**config.mk**
```make
export PLATFORM = sky130hd
export DESIGN_NAME = adc_step_seq
export DESIGN_NICKNAME = d
export VERILOG_FILES = /design/src/rtl/adc_seq_pkg.sv /design/src/rtl/adc_seq_trig.sv /design/src/rtl/adc_seq_steps.sv /design/src/rtl/adc_seq_fifo.sv /design/src/rtl/adc_step_seq.sv
export SDC_FILE = /design/constraint.sdc
export NUM_CORES = 1
export LEC_CHECK = 0
export BUFFER_PORTS_ARGS = -buffer_cell sky130_fd_sc_hd__buf_4
export CORE_UTILIZATION = 35
export CTS_BUF_LIST = sky130_fd_sc_hd__clkbuf_16
export CTS_CLUSTER_DIAMETER = 30
export DETAILED_ROUTE_END_ITERATION = 8
export GPL_TIMING_DRIVEN = 0
export MAX_ROUTING_LAYER = met4
export REMOVE_ABC_BUFFERS = 1
export SYNTH_ARGS = -nofsm -noshare
export SYNTH_HDL_FRONTEND = slang
export SYNTH_SLANG_ARGS = --single-unit
```
**constraint.sdc**
```tcl
create_clock -name clk -period 2.74 [get_ports clk]
set_clock_uncertainty 0.1 [all_clocks]
set_input_delay 0.548 -clock clk [delete_from_list [all_inputs] [get_ports clk]]
set_output_delay 0.548 -clock clk [all_outputs]
set_load 0.02 [all_outputs]
```
**src/rtl/adc_seq_pkg.sv**
```systemverilog
package adc_seq_pkg;

    typedef enum logic [1:0] {
        MODE_SW_ONCE = 2'b00,
        MODE_SW_LOOP = 2'b01,
        MODE_HW_ONCE = 2'b10,
        MODE_HW_LOOP = 2'b11
    } step_mode_e;

    typedef enum logic [1:0] {
        ST_IDLE  = 2'd0,
        ST_SCAN  = 2'd1,
        ST_REQ   = 2'd2,
        ST_WRITE = 2'd3
    } seq_state_e;

    function automatic logic mode_is_hw(step_mode_e m);
        return (m == MODE_HW_ONCE) || (m == MODE_HW_LOOP);
    endfunction

    function automatic logic mode_is_loop(step_mode_e m);
        return (m == MODE_SW_LOOP) || (m == MODE_HW_LOOP);
    endfunction

endpackage

```
**src/rtl/adc_seq_trig.sv**
```systemverilog
module adc_seq_trig #(
    parameter int NSRC    = 4,
    parameter int SYNC_N  = 2,
    localparam int SELW   = (NSRC > 1) ? $clog2(NSRC) : 1
) (
    input  logic            clk,
    input  logic            rst_n,
    input  logic            hw_evt_map,
    input  logic [SELW-1:0] trig_sel,
    input  logic [NSRC-1:0] evt_src,
    input  logic            ext_trig,
    output logic            evt_pulse
);

    localparam int NPAD = 1 << SELW;

    logic mux_out;
    logic chosen;
    logic [SYNC_N:0] sync_q;

    generate
        if (NSRC == NPAD) begin : g_full
            assign mux_out = evt_src[trig_sel];
        end else begin : g_pad
            logic [NPAD-1:0] padded;
            assign padded  = {{(NPAD-NSRC){1'b0}}, evt_src};
            assign mux_out = padded[trig_sel];
        end
    endgenerate

    assign chosen = hw_evt_map ? ext_trig : mux_out;

    always_ff @(posedge clk or negedge rst_n) begin
        if (!rst_n) begin
            sync_q <= '0;
        end else begin
            sync_q <= {sync_q[SYNC_N-1:0], chosen};
        end
    end

    assign evt_pulse = sync_q[SYNC_N-1] & ~sync_q[SYNC_N];


    single_pulse_chk: assert property (@(posedge clk) disable iff (!rst_n)
        evt_pulse |=> !evt_pulse);

endmodule

```
**src/rtl/adc_seq_steps.sv**
```systemverilog
module adc_seq_steps
    import adc_seq_pkg::*;
#(
    parameter int NSTEP = 8,
    localparam int IDW  = (NSTEP > 1) ? $clog2(NSTEP) : 1
) (
    input  logic             clk,
    input  logic             rst_n,
    input  logic             cfg_we,
    input  logic [IDW-1:0]   cfg_idx,
    input  logic [1:0]       cfg_mode,
    input  logic             en_we,
    input  logic [NSTEP-1:0] en_wdata,
    input  logic             retire_vld,
    input  logic [IDW-1:0]   retire_idx,
    output logic [NSTEP-1:0] en_q,
    output logic [NSTEP-1:0] hw_mask
);

    step_mode_e       mode_q [NSTEP];
    logic [NSTEP-1:0] loop_mask;

    generate
        for (genvar g = 0; g < NSTEP; g++) begin : g_step
            always_ff @(posedge clk or negedge rst_n) begin
                if (!rst_n) begin
                    mode_q[g] <= MODE_SW_ONCE;
                end else if (cfg_we && (cfg_idx == IDW'(g))) begin
                    mode_q[g] <= step_mode_e'(cfg_mode);
                end
            end

            assign hw_mask[g]   = mode_is_hw(mode_q[g]);
            assign loop_mask[g] = mode_is_loop(mode_q[g]);

            always_ff @(posedge clk or negedge rst_n) begin
                if (!rst_n) begin
                    en_q[g] <= 1'b0;
                end else if (en_we) begin
                    en_q[g] <= en_wdata[g];
                end else if (retire_vld && (retire_idx == IDW'(g)) && !loop_mask[g]) begin
                    en_q[g] <= 1'b0;
                end
            end
        end
    endgenerate


    oneshot_clear_chk: assert property (@(posedge clk) disable iff (!rst_n)
        (retire_vld && !en_we && !loop_mask[retire_idx]) |=> !en_q[$past(retire_idx)]);


    loop_keep_chk: assert property (@(posedge clk) disable iff (!rst_n)
        (retire_vld && !en_we && !cfg_we && loop_mask[retire_idx] && en_q[retire_idx])
        |=> en_q[$past(retire_idx)]);

endmodule

```
**src/rtl/adc_seq_fifo.sv**
```systemverilog
module adc_seq_fifo #(
    parameter int WW    = 15,
    parameter int DEPTH = 8,
    localparam int AW   = (DEPTH > 1) ? $clog2(DEPTH) : 1,
    localparam int CW   = $clog2(DEPTH + 1)
) (
    input  logic          clk,
    input  logic          rst_n,
    input  logic          push,
    input  logic [WW-1:0] wdata,
    input  logic          pop,
    input  logic          clr_ovf,
    output logic [WW-1:0] rdata,
    output logic [CW-1:0] count,
    output logic          full,
    output logic          empty,
    output logic          ovf
);

    logic [WW-1:0] mem [DEPTH];
    logic [AW-1:0] wr_ptr, rd_ptr;
    logic          do_push, do_pop, drop;

    assign full    = (count == CW'(DEPTH));
    assign empty   = (count == '0);
    assign do_pop  = pop && !empty;
    assign do_push = push && !full;
    assign drop    = push && full;
    assign rdata   = mem[rd_ptr];

    always_ff @(posedge clk) begin
        if (do_push) begin
            mem[wr_ptr] <= wdata;
        end
    end

    always_ff @(posedge clk or negedge rst_n) begin
        if (!rst_n) begin
            wr_ptr <= '0;
            rd_ptr <= '0;
            count  <= '0;
            ovf    <= 1'b0;
        end else begin
            if (do_push) begin
                wr_ptr <= (wr_ptr == AW'(DEPTH - 1)) ? '0 : wr_ptr + AW'(1);
            end
            if (do_pop) begin
                rd_ptr <= (rd_ptr == AW'(DEPTH - 1)) ? '0 : rd_ptr + AW'(1);
            end
            unique case ({do_push, do_pop})
                2'b10:   count <= count + CW'(1);
                2'b01:   count <= count - CW'(1);
                default: count <= count;
            endcase
            if (clr_ovf) begin
                ovf <= 1'b0;
            end else if (drop) begin
                ovf <= 1'b1;
            end
        end
    end


    drop_hold_chk: assert property (@(posedge clk) disable iff (!rst_n)
        (push && full && !pop) |=> (count == $past(count)));


    ovf_set_chk: assert property (@(posedge clk) disable iff (!rst_n)
        (push && full && !clr_ovf) |=> ovf);


    pop_empty_chk: assert property (@(posedge clk) disable iff (!rst_n)
        (pop && empty && !push) |=> empty);

endmodule

```
**src/rtl/adc_step_seq.sv**
```systemverilog
module adc_step_seq
    import adc_seq_pkg::*;
#(
    parameter int NSTEP      = 8,
    parameter int NSRC       = 4,
    parameter int DW         = 12,
    parameter int FIFO_DEPTH = 8,
    localparam int IDW       = (NSTEP > 1) ? $clog2(NSTEP) : 1,
    localparam int SELW      = (NSRC > 1) ? $clog2(NSRC) : 1,
    localparam int WW        = IDW + DW,
    localparam int CW        = $clog2(FIFO_DEPTH + 1)
) (
    input  logic             clk,
    input  logic             rst_n,
    input  logic             adc_en,
    input  logic             tag_en,
    input  logic             hw_evt_map,
    input  logic [SELW-1:0]  trig_sel,
    input  logic [NSRC-1:0]  evt_src,
    input  logic             ext_trig,
    input  logic             cfg_we,
    input  logic [IDW-1:0]   cfg_idx,
    input  logic [1:0]       cfg_mode,
    input  logic             en_we,
    input  logic [NSTEP-1:0] en_wdata,
    output logic [NSTEP-1:0] step_en,
    output logic             conv_req,
    output logic [IDW-1:0]   conv_chan,
    input  logic             conv_done,
    input  logic [DW-1:0]    conv_data,
    input  logic             fifo_rd,
    output logic [WW-1:0]    fifo_rdata,
    output logic [CW-1:0]    fifo_count,
    output logic             fifo_empty,
    output logic             fifo_full,
    output logic             fifo_ovf
);

    seq_state_e       state_q, state_d;
    logic [IDW-1:0]   idx_q;
    logic             hw_pass_q;
    logic             hw_pend_q;
    logic [DW-1:0]    data_q;
    logic [NSTEP-1:0] hw_mask;
    logic [NSTEP-1:0] elig;
    logic             evt_pulse;
    logic             sw_ready;
    logic             idx_last;
    logic             start_pass;
    logic             advance;
    logic             wr_result;
    logic             hw_busy;
    logic [WW-1:0]    result_word;

    adc_seq_trig #(
        .NSRC   (NSRC),
        .SYNC_N (2)
    ) u_trig (
        .clk        (clk),
        .rst_n      (rst_n),
        .hw_evt_map (hw_evt_map),
        .trig_sel   (trig_sel),
        .evt_src    (evt_src),
        .ext_trig   (ext_trig),
        .evt_pulse  (evt_pulse)
    );

    adc_seq_steps #(
        .NSTEP (NSTEP)
    ) u_steps (
        .clk        (clk),
        .rst_n      (rst_n),
        .cfg_we     (cfg_we),
        .cfg_idx    (cfg_idx),
        .cfg_mode   (cfg_mode),
        .en_we      (en_we),
        .en_wdata   (en_wdata),
        .retire_vld (wr_result),
        .retire_idx (idx_q),
        .en_q       (step_en),
        .hw_mask    (hw_mask)
    );

    assign result_word = {(tag_en ? idx_q : {IDW{1'b0}}), data_q};

    adc_seq_fifo #(
        .WW    (WW),
        .DEPTH (FIFO_DEPTH)
    ) u_fifo (
        .clk     (clk),
        .rst_n   (rst_n),
        .push    (wr_result),
        .wdata   (result_word),
        .pop     (fifo_rd),
        .clr_ovf (!adc_en),
        .rdata   (fifo_rdata),
        .count   (fifo_count),
        .full    (fifo_full),
        .empty   (fifo_empty),
        .ovf     (fifo_ovf)
    );

    // Pass eligibility: software steps always, hardware steps only in an event-started pass
    assign sw_ready = |(step_en & ~hw_mask);
    assign elig     = step_en & (hw_pass_q ? {NSTEP{1'b1}} : ~hw_mask);
    assign idx_last = (idx_q == IDW'(NSTEP - 1));
    assign hw_busy  = (state_q != ST_IDLE) && hw_pass_q;

    // State register
    always_ff @(posedge clk or negedge rst_n) begin
        if (!rst_n) begin
            state_q <= ST_IDLE;
        end else begin
            state_q <= state_d;
        end
    end

    // Next-state logic
    always_comb begin
        state_d = state_q;
        unique case (state_q)
            ST_IDLE: begin
                if (adc_en && (hw_pend_q || sw_ready)) begin
                    state_d = ST_SCAN;
                end
            end
            ST_SCAN: begin
                if (!adc_en) begin
                    state_d = ST_IDLE;
                end else if (elig[idx_q]) begin
                    state_d = ST_REQ;
                end else if (idx_last) begin
                    state_d = ST_IDLE;
                end
            end
            ST_REQ: begin
                if (!adc_en) begin
                    state_d = ST_IDLE;
                end else if (conv_done) begin
                    state_d = ST_WRITE;
                end
            end
            ST_WRITE: begin
                if (!adc_en || idx_last) begin
                    state_d = ST_IDLE;
                end else begin
                    state_d = ST_SCAN;
                end
            end
        endcase
    end

    // Output decode
    always_comb begin
        start_pass = 1'b0;
        advance    = 1'b0;
        conv_req   = 1'b0;
        wr_result  = 1'b0;
        unique case (state_q)
            ST_IDLE:  start_pass = adc_en && (hw_pend_q || sw_ready);
            ST_SCAN:  advance    = adc_en && !elig[idx_q] && !idx_last;
            ST_REQ:   conv_req   = 1'b1;
            ST_WRITE: begin
                wr_result = 1'b1;
                advance   = adc_en && !idx_last;
            end
        endcase
    end

    assign conv_chan = idx_q;

    // Datapath registers
    always_ff @(posedge clk or negedge rst_n) begin
        if (!rst_n) begin
            idx_q     <= '0;
            hw_pass_q <= 1'b0;
            hw_pend_q <= 1'b0;
            data_q    <= '0;
        end else begin
            if (start_pass) begin
                idx_q     <= '0;
                hw_pass_q <= hw_pend_q;
            end else if (advance) begin
                idx_q <= idx_q + IDW'(1);
            end

            if (!adc_en) begin
                hw_pend_q <= 1'b0;
            end else if (start_pass && hw_pend_q) begin
                hw_pend_q <= 1'b0;
            end else if (evt_pulse && !hw_busy) begin
                hw_pend_q <= 1'b1;
            end

            if ((state_q == ST_REQ) && conv_done) begin
                data_q <= conv_data;
            end
        end
    end


    idle_on_disable_chk: assert property (@(posedge clk) disable iff (!rst_n)
        !adc_en |=> (state_q == ST_IDLE));


    pend_drop_chk: assert property (@(posedge clk) disable iff (!rst_n)
        !adc_en |=> !hw_pend_q);


    write_after_done_chk: assert property (@(posedge clk) disable iff (!rst_n)
        (state_q == ST_WRITE) |-> ($past(state_q) == ST_REQ) && $past(conv_done));


    req_hold_chk: assert property (@(posedge clk) disable iff (!rst_n)
        (conv_req && !conv_done && adc_en) |=> conv_req && $stable(conv_chan));


    scan_order_chk: assert property (@(posedge clk) disable iff (!rst_n)
        ((state_q == ST_SCAN) && ($past(state_q) == ST_WRITE)) |-> (idx_q > $past(idx_q)));


    hw_edge_ignored_chk: assert property (@(posedge clk) disable iff (!rst_n)
        (hw_busy && !hw_pend_q && adc_en) |=> !hw_pend_q || ($past(state_q) != ST_IDLE && !$past(hw_busy)) || !$past(hw_busy));

endmodule

```
==> flow_summary_export.csv <==
group,metric,value,unit
drt,drc,0,
pwr,clockPowerShare,26.1,%
logic_synthesis,synth_edf_count,120,
timing,slew_headroom,39.34,%
drt,wl,15040,um
logic_synthesis,async_flop_share,32.20,%
pwr,p_sw,2784,uW
logic_synthesis,ys_ff_latch,177,
logic_synthesis,ys_types,50,
final_layout,layoutNonFillerInstCount,810,
setup_path,rr_startpoint,"u_fifo.count[0]",
floorplan,die_area,21870,um2
pwr,comb_power_share,29.4,%
final_layout,area_delta_synth_final,22.90,%
setup_path,worstSetupPathType,"reg -> out",
floorplan,dieHeight,147.9,um
logic_synthesis,syn_area,7447,um2
pwr,p_int,6236,uW
clock_tree,clock-sinks,177,
pwr,seq_power_share,44.5,%
pwr,p_per_area,985.5,nW/um2
timing,finalHoldViolCount,0,
floorplan,die_w,147.9,um
final_layout,nFillCells,1827,
placement,pre_cts_ws,0.1021,ns
clock_tree,cts_root_buffer,"clkbuf_16",
setup_path,timing.rr.end,"u_fifo.count[3]",
pwr,p_leak,0.003455,uW
logic_synthesis,yosysWarnings,0,
pwr,swShare,30.87,%
logic_synthesis,yosys-top-cells-count,"edfxtp_1 (120), dfrtp_1 (57), mux2_2 (41)",
placement,place.gp.congestion,0.8168,
floorplan,start_util,36.22,%
grt,grt_usage,15.25,%
clock_tree,cts_max_level,4,
run_status,outcome,"completed",
flow_run,maxCapViolCount,0,
clock_tree,cts_tree,"yes",
timing,tns,0,ns
floorplan,core,20560,um2
logic_synthesis,avgSynthCellArea,17.08,um2
pwr,ir_drop,0.3948,mV
timing,worst_pin_slew,0.9049,ns
placement,io_buffers,74,
grt,grt_max_degree,58,
setup_path,cp-start-kind,"register",
setup_path,max_stage_delay,0.51,ns
timing,min_period,2.691,ns
grt,overflow,0,
logic_synthesis,yosysTopAreaCell,"edfxtp_1",
final_layout,final_util,44.52,%
setup_path,cp.required,2.09,ns
floorplan,io_pins,75,
logic_synthesis,seq_area_frac_synth,67.54,%
placement,dpl_cell_area,8433,um2
final_layout,final_area,9153,um2
grt,first_global_vias,4245,
drt,wire_per_inst,18.57,um
timing,finalCritPeriodShare,98.19,%
drt,dr.pass1.iters,4,
logic_synthesis,syn-instance-count,436,
grt,grt_pass1_wl,23360,um
clock_tree,hold_buffers,0,
drt,vias,4051,
logic_synthesis,synth_most_common_cell,"edfxtp_1",
setup_path,crit_end,"fifo_rdata[8]",
setup_path,rrSetupSlack,0.20,ns
drt,viasPerCell,5.001,
clock_tree,clkLatencyLatePin,0.42,ns
final_layout,final_nets,582,
setup_path,endpoint_kind,"output port",
logic_synthesis,synth_top_area_share,48.39,%
final_layout,drive_gt1_share,38.52,%
setup_path,reg2regPathDepth,10,
clock_tree,clockBufferDepth,2,
hold_path,worstHoldPathType,"in -> async",
timing,setup_violations,0,
logic_synthesis,ys_top_cells_by_area,"edfxtp_1 (48%), dfrtp_1 (19%), mux4_2 (9.4%)",
placement,dp_hpwl,10200,um
timing,rsz0062_at_grt,"yes",
drt,first_iter_violations,250,
timing,final_max_slew_viol_count,0,
final_layout,final-seq-area,5039,um2
setup_path,crit_chain,"clkbuf_16 > mux4_2 > mux2_2 > buf_6",
setup_path,startpoint,"u_fifo.rd_ptr[0]",
placement,dp.cells,775,
setup_path,crit_slowest_cell,"mux4_2",
clock_tree,clkTransAtPathRegs,0.07,ns
floorplan,fp-row-count,52,
grt,grt_antenna_before_repair,0,
timing,max_freq,371.7,MHz
logic_synthesis,ys.flop_type,"edfxtp_1",
setup_path,critical_path_arrival,2.04,ns
timing,setup_ws,0.04946,ns
drt,antenna_left,0,
final_layout,n_antenna_cell,0,
setup_path,worstPathMaxFanout,9,
clock_tree,cts_buffers,17,
final_layout,multi_input_area,2337,um2
[worst max-delay path, delay by kind of cell (launching register included)]
kind / cells / cell delay, ns
flip-flops: 1 / 0.49
multiplexers: 2 / 0.79
buffers and inverters: 2 / 0.33
[layout by cell type (no fill, tap or decap), types with 3 or more instances in the layout]
cell type  count
nand2_1       22
o31ai_1        3
mux4_2        31
ha_1          13
edfxtp_1     120
o41ai_1        3
nor2_1         7
nor3_2         4
inv_1         20
nor3_1         5
nor2b_1        4
mux2_4         7
buf_8          4
clkinv_4       3
nand2b_1       8
a21oi_1        5
o21ai_0       14
inv_6          4
clkbuf_16     18
a21o_1         4
mux2_1         8
mux2i_1        6
and2_1         3
nor2_2         3
o21a_1         3
dfrtp_1       54
buf_4         64
buf_6         16
nand4b_1       3
mux2_2        34
[layer usage]
metal / share of wire, % / vias to the layer above / track usage [%]
li1: - / 1876 / -
met1: 43 / 2072 / 17.52
met2: 52 / 91 / 26.30
met4: 1.1 / 0 / 3.660
met3: 4.5 / 12 / 4.321
met5: 0 / - / -
[cells by family after synthesis]
| kind of cell | Yosys count | synth area share (%) |
|---|---|---|
| flops | 177 | 67.54 |
| mux | 87 | 17.89 |
| simple gates | 74 | 5.292 |
| compound gates | 46 | 4.368 |
| buf+inv | 34 | 1.982 |
| fa+ha+maj | 14 | 2.453 |
| xor+xnor | 4 | 0.4705 |
[timing repair]
| action | in CTS | in global routing |
|---|---|---|
| resized for setup | 3 | 21 |
| endpoints found under the setup margin | 15 | 37 |
| buffers inserted | 1 | 1 |
| gates cloned | 0 | 1 |
| endpoints found under the hold margin | 0 | 0 |
[worst min-delay path by stage]
stage	from	end	slack, ns	cells after the start
floorplan	rst_n	conv_chan[0]	0.15	0
CTS	rst_n	u_steps.en_q[7]	0.15	1
global route	rst_n	u_steps.en_q[2]	0.18	1
global placement	u_trig.sync_q[0]	u_trig.sync_q[1]	0.24	0
finish	rst_n	u_steps.en_q[2]	0.12	1
detailed placement	u_trig.sync_q[0]	u_trig.sync_q[1]	0.24	0
[stage by stage]
| step | total power (uW) | hold WS [ns] |
|---|---|---|
| after floorplan | 5512 | 0.1524 |
| after global placement | 6373 | 0.2384 |
| after detailed placement | 6504 | 0.2417 |
| after CTS | 8932 | 0.1481 |
| after global routing | 9480 | 0.1811 |
| final | 9020 | 0.1191 |
[layout make-up]
class / instances / share of cell area (%)
clock buffer: 17 / 4.648
clock inverter: 15 / 1.709
inverter: 19 / 0.7792
multi-input combinational: 225 / 25.54
sequential: 177 / 55.05
tap: 270 / 3.691
timing repair buffer: 87 / 8.585
[sequential cells by signal, indices dropped and copies added (netlist names)]
signal and count:
conv_chan 3, data_q 12, hw_pass_q 1, hw_pend_q 1, state_q 2, u_fifo.count 4
u_fifo.mem 120, u_fifo.ovf 1, u_fifo.rd_ptr 3, u_fifo.wr_ptr 3, u_steps.en_q 8, u_steps.mode_q 16
u_trig.sync_q 3
[power groups by stage]
| stage | Clock [uW] | Combinational [uW] | Sequential, uW |
|---|---|---|---|
| after floorplan | 0 | 1530 | 3980 |
| after global placement | 0 | 2240 | 4140 |
| after detailed placement | 0 | 2400 | 4110 |
| after CTS | 2420 | 2510 | 4010 |
| after global routing | 2530 | 2860 | 4100 |
| final | 2360 | 2650 | 4010 |
No activity file was read; power rests on OpenSTA's default activity.
